==> src/rtl/utx_pkg.sv <==
package utx_pkg;
  localparam int unsigned CELL_OCTETS = 53;  // 5 header + 48 payload
  localparam int unsigned OCT_W       = 6;
  localparam int unsigned CLAV_IDX    = 48;  // payload octet 44
  typedef logic [7:0] octet_t;
endpackage

==> src/rtl/utx_cell_store.sv <==
module utx_cell_store
  import utx_pkg::*;
#(
  parameter int unsigned NUM_SLOTS = 2,
  localparam int unsigned CNT_W    = $clog2(NUM_SLOTS + 1),
  localparam int unsigned SLOT_W   = (NUM_SLOTS > 1) ? $clog2(NUM_SLOTS) : 1,
  localparam int unsigned TOTAL    = NUM_SLOTS * CELL_OCTETS,
  localparam int unsigned AW       = $clog2(TOTAL)
) (
  input  logic             clk,
  input  logic             rst_n,
  input  octet_t           s_data,
  input  logic             s_sop,
  input  logic             s_valid,
  output logic             s_ready,
  input  logic [OCT_W-1:0] rd_idx,
  input  logic             release_cell,
  output octet_t           rd_data,
  output logic [CNT_W-1:0] full_cnt
);
  localparam logic [OCT_W-1:0] LAST_IDX = OCT_W'(CELL_OCTETS - 1);
  localparam logic [CNT_W-1:0] MAX_CNT  = CNT_W'(NUM_SLOTS);
  localparam logic [SLOT_W-1:0] LAST_SLOT = SLOT_W'(NUM_SLOTS - 1);

  octet_t mem [TOTAL];
  logic [SLOT_W-1:0] wr_slot, rd_slot;
  logic [OCT_W-1:0]  wr_idx;
  logic              accept, wr_en, cell_done;
  logic [OCT_W-1:0]  wr_pos;
  logic [AW-1:0]     wr_addr, rd_addr;

  assign s_ready   = (full_cnt != MAX_CNT);
  assign accept    = s_valid && s_ready;
  assign wr_en     = accept && (s_sop || wr_idx != '0);
  assign wr_pos    = s_sop ? '0 : wr_idx;
  assign cell_done = wr_en && !s_sop && (wr_idx == LAST_IDX);
  assign wr_addr   = AW'(int'(wr_slot) * CELL_OCTETS + int'(wr_pos));
  assign rd_addr   = AW'(int'(rd_slot) * CELL_OCTETS + int'(rd_idx));
  assign rd_data   = mem[rd_addr];

  always_ff @(posedge clk) begin
    if (wr_en) mem[wr_addr] <= s_data;
  end

  always_ff @(posedge clk) begin
    if (!rst_n) begin
      wr_slot  <= '0;
      rd_slot  <= '0;
      wr_idx   <= '0;
      full_cnt <= '0;
    end else begin
      if (accept) begin
        if (s_sop)                 wr_idx <= OCT_W'(1);
        else if (wr_idx == LAST_IDX) wr_idx <= '0;
        else if (wr_idx != '0)     wr_idx <= wr_idx + 1'b1;
      end
      if (cell_done)
        wr_slot <= (wr_slot == LAST_SLOT) ? '0 : wr_slot + 1'b1;
      if (release_cell)
        rd_slot <= (rd_slot == LAST_SLOT) ? '0 : rd_slot + 1'b1;
      case ({cell_done, release_cell})
        2'b10:   full_cnt <= full_cnt + 1'b1;
        2'b01:   full_cnt <= full_cnt - 1'b1;
        default: full_cnt <= full_cnt;
      endcase
    end
  end

  assert_no_overflow_R8: assert property (@(posedge clk) disable iff (!rst_n)
    full_cnt <= MAX_CNT);
  assert_release_has_cell_R4: assert property (@(posedge clk) disable iff (!rst_n)
    release_cell |-> full_cnt != '0);
  assert_full_blocks_R8: assert property (@(posedge clk) disable iff (!rst_n)
    (full_cnt == MAX_CNT && !release_cell) |=> !s_ready);
endmodule

==> src/rtl/utx_clav_window.sv <==
module utx_clav_window
  import utx_pkg::*;
(
  input  logic             clk,
  input  logic             rst_n,
  input  logic             sending,
  input  logic [OCT_W-1:0] oct,
  input  logic             phy_clav,
  output logic             go_next
);
  localparam logic [OCT_W-1:0] SAMPLE_AT = OCT_W'(CLAV_IDX);
  logic sample_now;
  assign sample_now = sending && (oct == SAMPLE_AT);

  always_ff @(posedge clk) begin
    if (!rst_n)          go_next <= 1'b0;
    else if (sample_now) go_next <= phy_clav;
  end

  assert_window_hold_R5: assert property (@(posedge clk) disable iff (!rst_n)
    !sample_now |=> $stable(go_next));
endmodule

==> src/rtl/utx_tx_sequencer.sv <==
module utx_tx_sequencer
  import utx_pkg::*;
#(
  parameter int unsigned NUM_SLOTS = 2,
  localparam int unsigned CNT_W    = $clog2(NUM_SLOTS + 1)
) (
  input  logic             clk,
  input  logic             rst_n,
  input  logic             phy_clav,
  input  logic [CNT_W-1:0] full_cnt,
  input  logic             go_next,
  input  octet_t           rd_data,
  output logic             sending,
  output logic [OCT_W-1:0] oct,
  output logic             release_cell,
  output logic             tx_en_n,
  output logic             tx_soc,
  output octet_t           tx_data
);
  localparam logic [OCT_W-1:0] LAST_IDX = OCT_W'(CELL_OCTETS - 1);

  logic last_oct, start_idle, chain;
  assign last_oct     = sending && (oct == LAST_IDX);
  assign start_idle   = !sending && phy_clav && (full_cnt != '0);
  assign chain        = last_oct && go_next && (full_cnt >= CNT_W'(2));
  assign release_cell = last_oct;

  always_ff @(posedge clk) begin
    if (!rst_n) begin
      sending <= 1'b0;
      oct     <= '0;
    end else if (start_idle) begin
      sending <= 1'b1;
      oct     <= '0;
    end else if (last_oct) begin
      sending <= chain;
      oct     <= '0;
    end else if (sending) begin
      oct     <= oct + 1'b1;
    end
  end

  assign tx_en_n = !sending;
  assign tx_soc  = sending && (oct == '0);
  assign tx_data = sending ? rd_data : 8'h00;

  assert_idle_quiet_R3: assert property (@(posedge clk) disable iff (!rst_n)
    tx_en_n |-> (tx_data == 8'h00 && !tx_soc));
  assert_cell_completes_R7: assert property (@(posedge clk) disable iff (!rst_n)
    (sending && oct != LAST_IDX) |=> (sending && oct == $past(oct) + 1'b1));
  assert_start_needs_cell_R4: assert property (@(posedge clk) disable iff (!rst_n)
    $rose(sending) |-> ($past(phy_clav) && $past(full_cnt) != '0));
  assert_chain_needs_go_R5: assert property (@(posedge clk) disable iff (!rst_n)
    (last_oct && !go_next) |=> !sending);
endmodule

==> src/rtl/utx_cell_port.sv <==
module utx_cell_port
  import utx_pkg::*;
#(
  parameter int unsigned NUM_SLOTS = 2
) (
  input  logic       clk,
  input  logic       rst_n,
  input  logic [7:0] s_data,
  input  logic       s_sop,
  input  logic       s_valid,
  output logic       s_ready,
  input  logic       phy_clav,
  output logic       tx_en_n,
  output logic       tx_soc,
  output logic [7:0] tx_data
);
  localparam int unsigned CNT_W = $clog2(NUM_SLOTS + 1);

  logic [CNT_W-1:0] full_cnt;
  logic [OCT_W-1:0] oct;
  logic             sending, release_cell, go_next;
  octet_t           rd_data;

  utx_cell_store #(.NUM_SLOTS(NUM_SLOTS)) u_store (
    .clk, .rst_n, .s_data, .s_sop, .s_valid, .s_ready,
    .rd_idx(oct), .release_cell, .rd_data, .full_cnt
  );

  utx_clav_window u_window (
    .clk, .rst_n, .sending, .oct, .phy_clav, .go_next
  );

  utx_tx_sequencer #(.NUM_SLOTS(NUM_SLOTS)) u_seq (
    .clk, .rst_n, .phy_clav, .full_cnt, .go_next, .rd_data,
    .sending, .oct, .release_cell, .tx_en_n, .tx_soc, .tx_data
  );
endmodule

==> config.mk <==
export PLATFORM = sky130hd
export DESIGN_NAME = utx_cell_port
export DESIGN_NICKNAME = d
export VERILOG_FILES = /design/src/rtl/utx_pkg.sv /design/src/rtl/utx_cell_store.sv /design/src/rtl/utx_clav_window.sv /design/src/rtl/utx_tx_sequencer.sv /design/src/rtl/utx_cell_port.sv
export SDC_FILE = /design/constraint.sdc
export NUM_CORES = 1
export LEC_CHECK = 0
export ABC_AREA = 1
export BUFFER_PORTS_ARGS = -buffer_cell sky130_fd_sc_hd__buf_2
export CORE_AREA = 2 2 303 215
export CTS_CLUSTER_DIAMETER = 100
export DETAILED_ROUTE_END_ITERATION = 6
export DIE_AREA = 0 0 305 217
export PLACE_DENSITY_LB_ADDON = 0.1
export SYNTH_ARGS = -nofsm -noshare
export SYNTH_HDL_FRONTEND = slang
export SYNTH_SLANG_ARGS = --single-unit
==> constraint.sdc <==
create_clock -name clk -period 2.7 [get_ports clk]
set_input_delay 0.81 -clock clk [delete_from_list [all_inputs] [get_ports clk]]
set_output_delay 0.81 -clock clk [all_outputs]
set_load 0.02 [all_outputs]
After elaboration in Yosys (flattened, before gate mapping)
Memory sizes are Yosys's and may differ from the RTL's.
Index checks and enable logic that the tools add are counted.
W data, S select, Z words.
{"block": "totals", "elab_cells": 60, "reg_bits": 18, "mem_count": 1, "ram_bits": 848, "output_inout_bits": 11}
{"memory": "u_store.mem", "words": 106, "width": 8, "read_ports": 1, "rd_clocked_by_memory_dff": 0, "wr": 1, "line": "utx_cell_store.sv:25", "source": "octet_t mem [TOTAL];"}
{"block": "op_classes", "bitwise_logic": 1, "n_mux": 12, "multipliers": 2, "n_lt_le_gt_ge": 1, "eq_ne": 6, "reduce_logical": 22, "add_sub_neg": 8}
{"operator": "$mux W6", "count": 4}
{"operator": "$eq A6 B6 Y1 const B", "count": 3}
{"operator": "$add A7 B6 Y7", "count": 2}
{"operator": "$mul A1 B6 Y7 const B", "count": 2}
{"operator": "$add A6 B1 Y6 const B", "count": 2}
{"operator": "$logic_and A1 B1 Y1", "count": 11}
{"operator": "$mux W8", "count": 1}
{"operator": "$logic_not A6 Y1", "count": 1}
{"operator": "$mux W1", "count": 6}
{"operator": "$reduce_bool A2 Y1", "count": 3}
{"operator": "$reduce_bool A6 Y1", "count": 1}
{"operator": "$pmux W2 S2", "count": 1}
{"operator": "$reduce_bool A3 Y1", "count": 1}
{"operator": "$reduce_or A3 Y1", "count": 1}
{"operator": "$add A1 B1 Y1 const B", "count": 2}
{"operator": "$add A2 B1 Y2 const B", "count": 1}
{"operator": "$eq A2 B1 Y1 const B", "count": 1}
{"operator": "$eq A2 B2 Y1 const B", "count": 1}
{"operator": "$ge A2 B2 Y1 const B", "count": 1}
{"operator": "$logic_not A1 Y1", "count": 2}
{"operator": "$ne A2 B2 Y1 const B", "count": 1}
{"operator": "$reduce_and A2 Y1", "count": 1}
{"operator": "$sub A2 B1 Y2 const B", "count": 1}
{"operator": "$logic_or A1 B1 Y1", "count": 1}
{"operator": "$not A1 Y1", "count": 1}

Longest topological paths before layout
Gate-level depths: netlist of run 1.
{"block": "logic_depth", "word_depth": 7, "depth_mapped": 15}

Modules after synthesis
From an unflattened synthesis of run 1, not the netlist that was laid out.
{"block": "hier_totals", "hier_cells": 3565, "area_unflattened_um2": 37304.5}
{"mod": "utx_cell_store", "area_each_um2": 36712.7, "instances": 1, "cells_each": 3471}
{"mod": "utx_tx_sequencer", "area_each_um2": 515.5, "instances": 1, "cells_each": 80}
{"mod": "utx_clav_window", "area_each_um2": 76.3, "instances": 1, "cells_each": 14}

Worst setup path after synthesis of run 1
Ideal clock, no wire load.
{"block": "synth_timing", "path_type": "flip-flop to output port", "start": "register u_store.rd_slot", "end": "output port tx_data[5]", "n_path_buf": 2, "arrival_time_ps": 2064, "required_time_ps": 1890, "slack_ps": -174, "path_stages_with_launch": 14, "path_cell_list": "dfxtp_1 ha_1 ha_1 nand2_1 inv_1 nor2_1 buf_2 buf_2 nand3_1 nand3_1 nand3_1 nand3_1 a21oi_1 nor2_1"}
{"block": "synth_between", "elab_chain_len": 4}
{"element": "from (decl)", "line": "utx_cell_store.sv:26", "source": "logic [SLOT_W-1:0] wr_slot, rd_slot;"}
{"element": "from (signal assigned)", "line": "utx_cell_store.sv:60", "source": "rd_slot <= (rd_slot == LAST_SLOT) ? '0 : rd_slot + 1'b1;"}
{"element": "$mul A1 B6 Y7", "line": "utx_cell_store.sv:38", "source": "assign rd_addr = AW'(int'(rd_slot) * CELL_OCTETS + int'(rd_idx));"}
{"element": "$add A7 B6 Y7", "line": "utx_cell_store.sv:38"}
{"element": "$mem_v2 Z106 W8"}
{"element": "$mux W8", "line": "utx_tx_sequencer.sv:45", "source": "assign tx_data = sending ? rd_data : 8'h00;"}
{"element": "to (decl)", "line": "utx_cell_port.sv:15", "source": "output logic [7:0] tx_data"}
No other way between the ends.

Worst setup path in the final report of run 1
{"block": "layout_timing", "start": "register u_store.rd_slot", "end": "output port tx_data[6]"}
Same word-level chain as after synthesis.

==> results of run 1 <==
## state kept, by name, indices dropped and copies added, names as in the netlist
name	flops
u_store.wr_idx	6
u_store.full_cnt	2
u_store.wr_slot	1
u_store.rd_slot	1
u_store.mem	848
u_window.go_next	1
u_seq.oct	6
u_seq.sending	1
## worst max-delay path, delay by kind of cell, from the launching register on
| kind | cells | cell delay, ns |
|---|---|---|
| adders and majority gates | 2 | 0.54 |
| buffers and inverters | 5 | 0.75 |
| and+or+nand+nor | 6 | 0.72 |
| AOI/OAI and AO/OA | 1 | 0.08 |
| DFF | 1 | 0.36 |
## Yosys cell counts (all sizes together) (6+ instances only)
| library cell | count | area, sq um |
|---|---|---|
| inv | 48 | 180 |
| buf | 141 | 708 |
| xor2 | 6 | 52.6 |
| a21oi | 23 | 119 |
| edfxtp | 848 | 25500 |
| o21ai | 16 | 80.1 |
| nor2 | 169 | 652 |
| nor3 | 9 | 45.0 |
| ha | 15 | 188 |
| clkbuf | 49 | 185 |
| dfxtp | 18 | 360 |
| nand3 | 809 | 4050 |
| nand2 | 921 | 3500 |
## final cells by class
cell class | count | share of cell area
Clock buffer | 103 | 0.0495
Sequential cell | 866 | 0.582
Timing Repair Buffer | 319 | 0.0901
Inverter | 48 | 0.00482
Tap cell | 840 | 0.0237
Clock inverter | 47 | 0.00795
Multi-Input combinational cell | 1989 | 0.242
## cells by family after synthesis
group           synth area share
buf+inv                   0.0300
compound gates           0.00753
xor+xnor                 0.00147
fa+ha+maj                0.00525
simple gates               0.233
flops                      0.723
## power by group
group          internal (mW)  switching [mW]
combinational          0.110           0.393
clock                   6.24            4.91
sequential              14.8         0.00591
total                   21.1            5.31
## how the worst max path moves through the flow
stage                    start                  to  slack (ns)  depth (start not counted)
2_1_floorplan            s_sop  u_store.mem[71][0]       -0.13                         11
3_3_place_gp   u_store.rd_slot          tx_data[5]       -0.78                         13
3_5_place_dp   u_store.rd_slot          tx_data[5]       -0.79                         13
4_1_cts        u_store.rd_slot          tx_data[6]       -1.16                         11
5_1_grt           u_seq.oct[0]          tx_data[5]       -1.25                         15
6_report       u_store.rd_slot          tx_data[6]       -1.20                         14
## metal layers
layer	global-route usage	wire [microns]
met1	0.468	43400
met2	0.436	44300
met3	0.0928	12100
met4	0.0825	2470
met5	0	0
## timing repair
action,in CTS,in global routing
setup buffers,21,5
pin swaps,47,79
gates cloned,8,3
hold endpoints to repair,0,0
gates resized for setup,187,214
endpoints found under the setup margin,9,761
==> run metrics, run 1 <==
status finished with violations; failing checks negative setup slack; Post-Place Cells 4030; Sequential Area 0.0258 sq mm; slowest CP cell ha_4; max-slew violations 0; most used cell, CP nand3_1; Die Span Y 217 microns; post-layout minimum cycle time 3.90 ns; CTS Buf Count 82; Ports 24; post-route ant nets 0; most used flip-flop cell after synthesis edfxtp_1; hold endpoint u_store.mem[2][6]; Max Clock Freq 0.256 GHz; total grt overflow 0; drt pass-1 iters 6; pwr/cell area 595 mW/mm^2; type of the worst setup path register to output port; fin cells 4212; Vias per Instance 5.98; number of remaining DRC errors 0; post-route setup slack -1.20 ns; Crit. End Element output port; largest net degree at the start of global routing 107; Die Area 0.0662 sq mm; CTS tree done; Clock Path Buffers 3; Fill cells 4376; Worst-Skew Late Latency 0.64 ns; Sink Count 866; HP Start s_data[6]; final setup TNS -9.44 ns; footprint of the multi-input gates 0.0107 sq mm; Total Nets Final 3334; Finished Cell Area 0.0444 sq mm; # setup viols final 9; number of max-cap violations 0; CP cell instances ha_4 > ha_4 > clkinv_8 > buf_16 > buf_12 > buf_4 > nand3_1 > nand3_1 > nand3_1 > nand3_2 > nand3_2 > a21oi_4 > nor2_4 > buf_6; utilization after layout 0.696; Design Power 26.4 mW; EDFF count, synth 848; synth warn 0; Distinct cells, synth 37; share of flip-flops with an asynchronous set or reset 0; dpl ws -0.787 ns; relative slew slack 0.578; commonest non-fill, non-tap cell in the layout nand2_1; core area 0.0637 sq mm; number of synthesized register bits 866; routed vias 25200; Worst EP arrival 3.09 ns; DP Area 0.0394 sq mm; Setup crit start kind register; final cycle utilization of the critical path 1.44; FF-to-FF setup slack 0.18 ns; layout cells sized above 1 0.235; routed length per instance 24.3 microns; Mapped Nets 3121; hold buffer count at cts 0; reg2reg path depth 15; htree depth 3; crit-path max cell delay 0.37 ns; Max IR drop VDD 0.000470 V; die width 305 microns; final RePlAce weighted congestion 0.893; synth-to-layout area growth 24.2%; number of DRC markers in iteration 0 3568; synthesized area 0.0357 sq mm; HP Class input port to register; capture point of the worst reg-to-reg path u_store.mem[86][4]; unrepaired setup endpoints after global routing yes; Detailed Place HPWL 60.9 mm; Final Skew 0.0207 ns; starting density of the core 0.561; Avg Cell Area, Syn 11.6 sq um; buffers added on ports 23; top fanout value on the critical path 8; hold path depth 1; vias in the first global route 23800; initial antenna violation count 0; clock root cell clkbuf_16; Worst EP required 1.89 ns; commonest cells after routing, fill and taps aside nand2_1, edfxtp_1, nand3_1, nand3_2, buf_4; hold_ws 0.439 ns; clock-pin slew on the worst setup and hold paths 0.06 ns; register area share after synthesis 0.723; Ant. Diodes 0; first-pass GRT wire length 151 mm; Slew @ Worst Pin 0.633 ns; Rows 78; Fin. Hold Viols 0; Total GRT Usage 0.309; leakage 15.9 nW; reg2reg start u_store.wr_idx[0]; Mapped Cells 3093; DRT Wirelength 102 mm
No activity file was read; power rests on OpenSTA's default activity.
==> run 2, diff against run 1 <==
MAX_ROUTING_LAYER = met4   (was default)
==> run metrics, run 2 (synthesis gave the netlist of run 1 again) <==
sw frac 0.197; Top Registers u_store.mem: 848 flops, u_seq.oct: 6 flops, u_store.wr_idx: 6 flops; core area 0.0637 sq mm; clock root cell clkbuf_16; pwr/cell area 607 mW/mm^2; final cycle utilization of the critical path 1.42; drt pass-1 iters 6; Ports 24; buffers added on ports 23; status finished with violations; hold_ws 0.486 ns; Crit. End Element output port; max reg flops 848; Reg power frac 0.533; vias in the first global route 24200; Worst EP required 1.89 ns; unrepaired setup endpoints after global routing yes; P_sw 5.45 mW; fin cells 4270; routed vias 25700; layout cells sized above 1 0.262; # setup viols final 9; Setup crit start kind register; top fanout value on the critical path 9; Post-Place Cells 4062; Total GRT Usage 0.327; Comb pwr share 0.020; CTS Buf Count 81; clock power share 0.447; Total Nets Final 3391; failing checks negative setup slack; relative slew slack 0.578; initial antenna violation count 0; number of max-cap violations 0; clock-pin slew on the worst setup and hold paths 0.06 ns; number of remaining DRC errors 0; post-route ant nets 0; Clock Path Buffers 3; Slew @ Worst Pin 0.632 ns; Sink Count 866; Die Area 0.0662 sq mm; Vias per Instance 6.02; Worst-Skew Late Latency 0.65 ns; Fill cells 4252; type of the worst setup path register to output port; Die Span Y 217 microns; total grt overflow 0; post-route setup slack -1.14 ns; starting density of the core 0.561; reg2reg path depth 14; Ant. Diodes 0; largest net degree at the start of global routing 107; htree depth 3; routed length per instance 24.9 microns; first-pass GRT wire length 155 mm; HP Class input port to register; Max IR drop VDD 0.000625 V; internal power 22.2 mW; DRT Wirelength 106 mm; leakage 16.5 nW; Rows 78; hold path depth 3; synth-to-layout area growth 27.7%; Worst EP arrival 3.03 ns; number of DRC markers in iteration 0 3643; commonest non-fill, non-tap cell in the layout nand2_1; CTS tree done; max-slew violations 0; die width 305 microns; commonest cells after routing, fill and taps aside nand2_1, edfxtp_1, nand3_1, buf_4, nand3_2; post-layout minimum cycle time 3.84 ns; hold buffer count at cts 0; Final Skew 0.0220 ns; Fin. Hold Viols 0; Max Clock Freq 0.260 GHz; final RePlAce weighted congestion 0.948; Detailed Place HPWL 62.9 mm; Top reg by flops u_store.mem
-- run 2: cell type report --
type                    count  area, sq um  area share
inverters                  48          225     0.00494
well taps                 840         1050      0.0230
multi-input cells        1989        11000       0.241
repair buffers            376         4650       0.102
clock inverters            48          624      0.0137
clock buffers             102         2240      0.0492
repair inverters            1         8.76    0.000192
flip-flops and latches    866        25800       0.566
-- run 2: power by group through the flow --
stage / logic, mW / registers (mW) / clock network (mW)
3_3_place_gp: 0.480 / 15.1 / 0
2_1_floorplan: 0.0852 / 15.1 / 0
6_report: 0.546 / 14.8 / 12.4
3_5_place_dp: 0.493 / 15.1 / 0
4_1_cts: 0.521 / 14.8 / 12.4
5_1_grt: 0.569 / 14.8 / 13.0
-- run 2: what timing repair did --
item,in CTS,in global routing
endpoints found under the setup margin,21,855
cloned,14,7
setup buffers,18,19
endpoints found under the hold margin,0,0
pin swaps,67,72
resized for setup,224,229
-- run 2: through the flow --
step | power [mW] | utilization | setup TNS [ns] | cell area, sq um | setup slack (ns)
after global placement | 15.5 | 0.622 | -329.76 | 39600 | -0.824
after floorplan | 15.1 | - | -74.63 | 36100 | -0.128
after detailed placement | 15.5 | 0.622 | -370.65 | 39600 | -0.817
after CTS | 27.7 | 0.693 | -9.47 | 44200 | -1.16
final | 27.7 | 0.716 | -9.22 | 45600 | -1.14
after global routing | 28.3 | 0.716 | -10.25 | 45600 | -1.23
-- run 2: critical path, stage by stage (launching register included) --
cell	delay, ns
dfxtp_4	0.37
ha_4	0.17
ha_4	0.39
inv_8	0.08
buf_16	0.16
buf_12	0.15
buf_12	0.15
nand3_1	0.10
nand3_1	0.10
nand3_2	0.11
nand3_4	0.13
nand3_4	0.12
a21oi_4	0.08
nor2_4	0.13
buf_6	0.14
-- run 2: worst paths after layout --
| check | endpoint | slack (ns) | start |
|---|---|---|---|
| max | tx_data[4] | -1.14 | u_store.rd_slot |
| min | u_store.wr_slot | 0.49 | rst_n |
| min reg2reg | u_store.wr_idx[2] | 0.53 | u_store.wr_idx[2] |
| max reg2reg | u_store.mem[81][3] | 0.10 | u_store.wr_idx[0] |
-- run 2: per-layer routing --
layer | vias to the layer above | track usage | share of wire
li1 | 11500 | - | -
met1 | 12500 | 0.479 | 0.42
met2 | 1445 | 0.449 | 0.43
met3 | 196 | 0.0952 | 0.12
met4 | 0 | 0.0838 | 0.022
met5 | - | - | 0
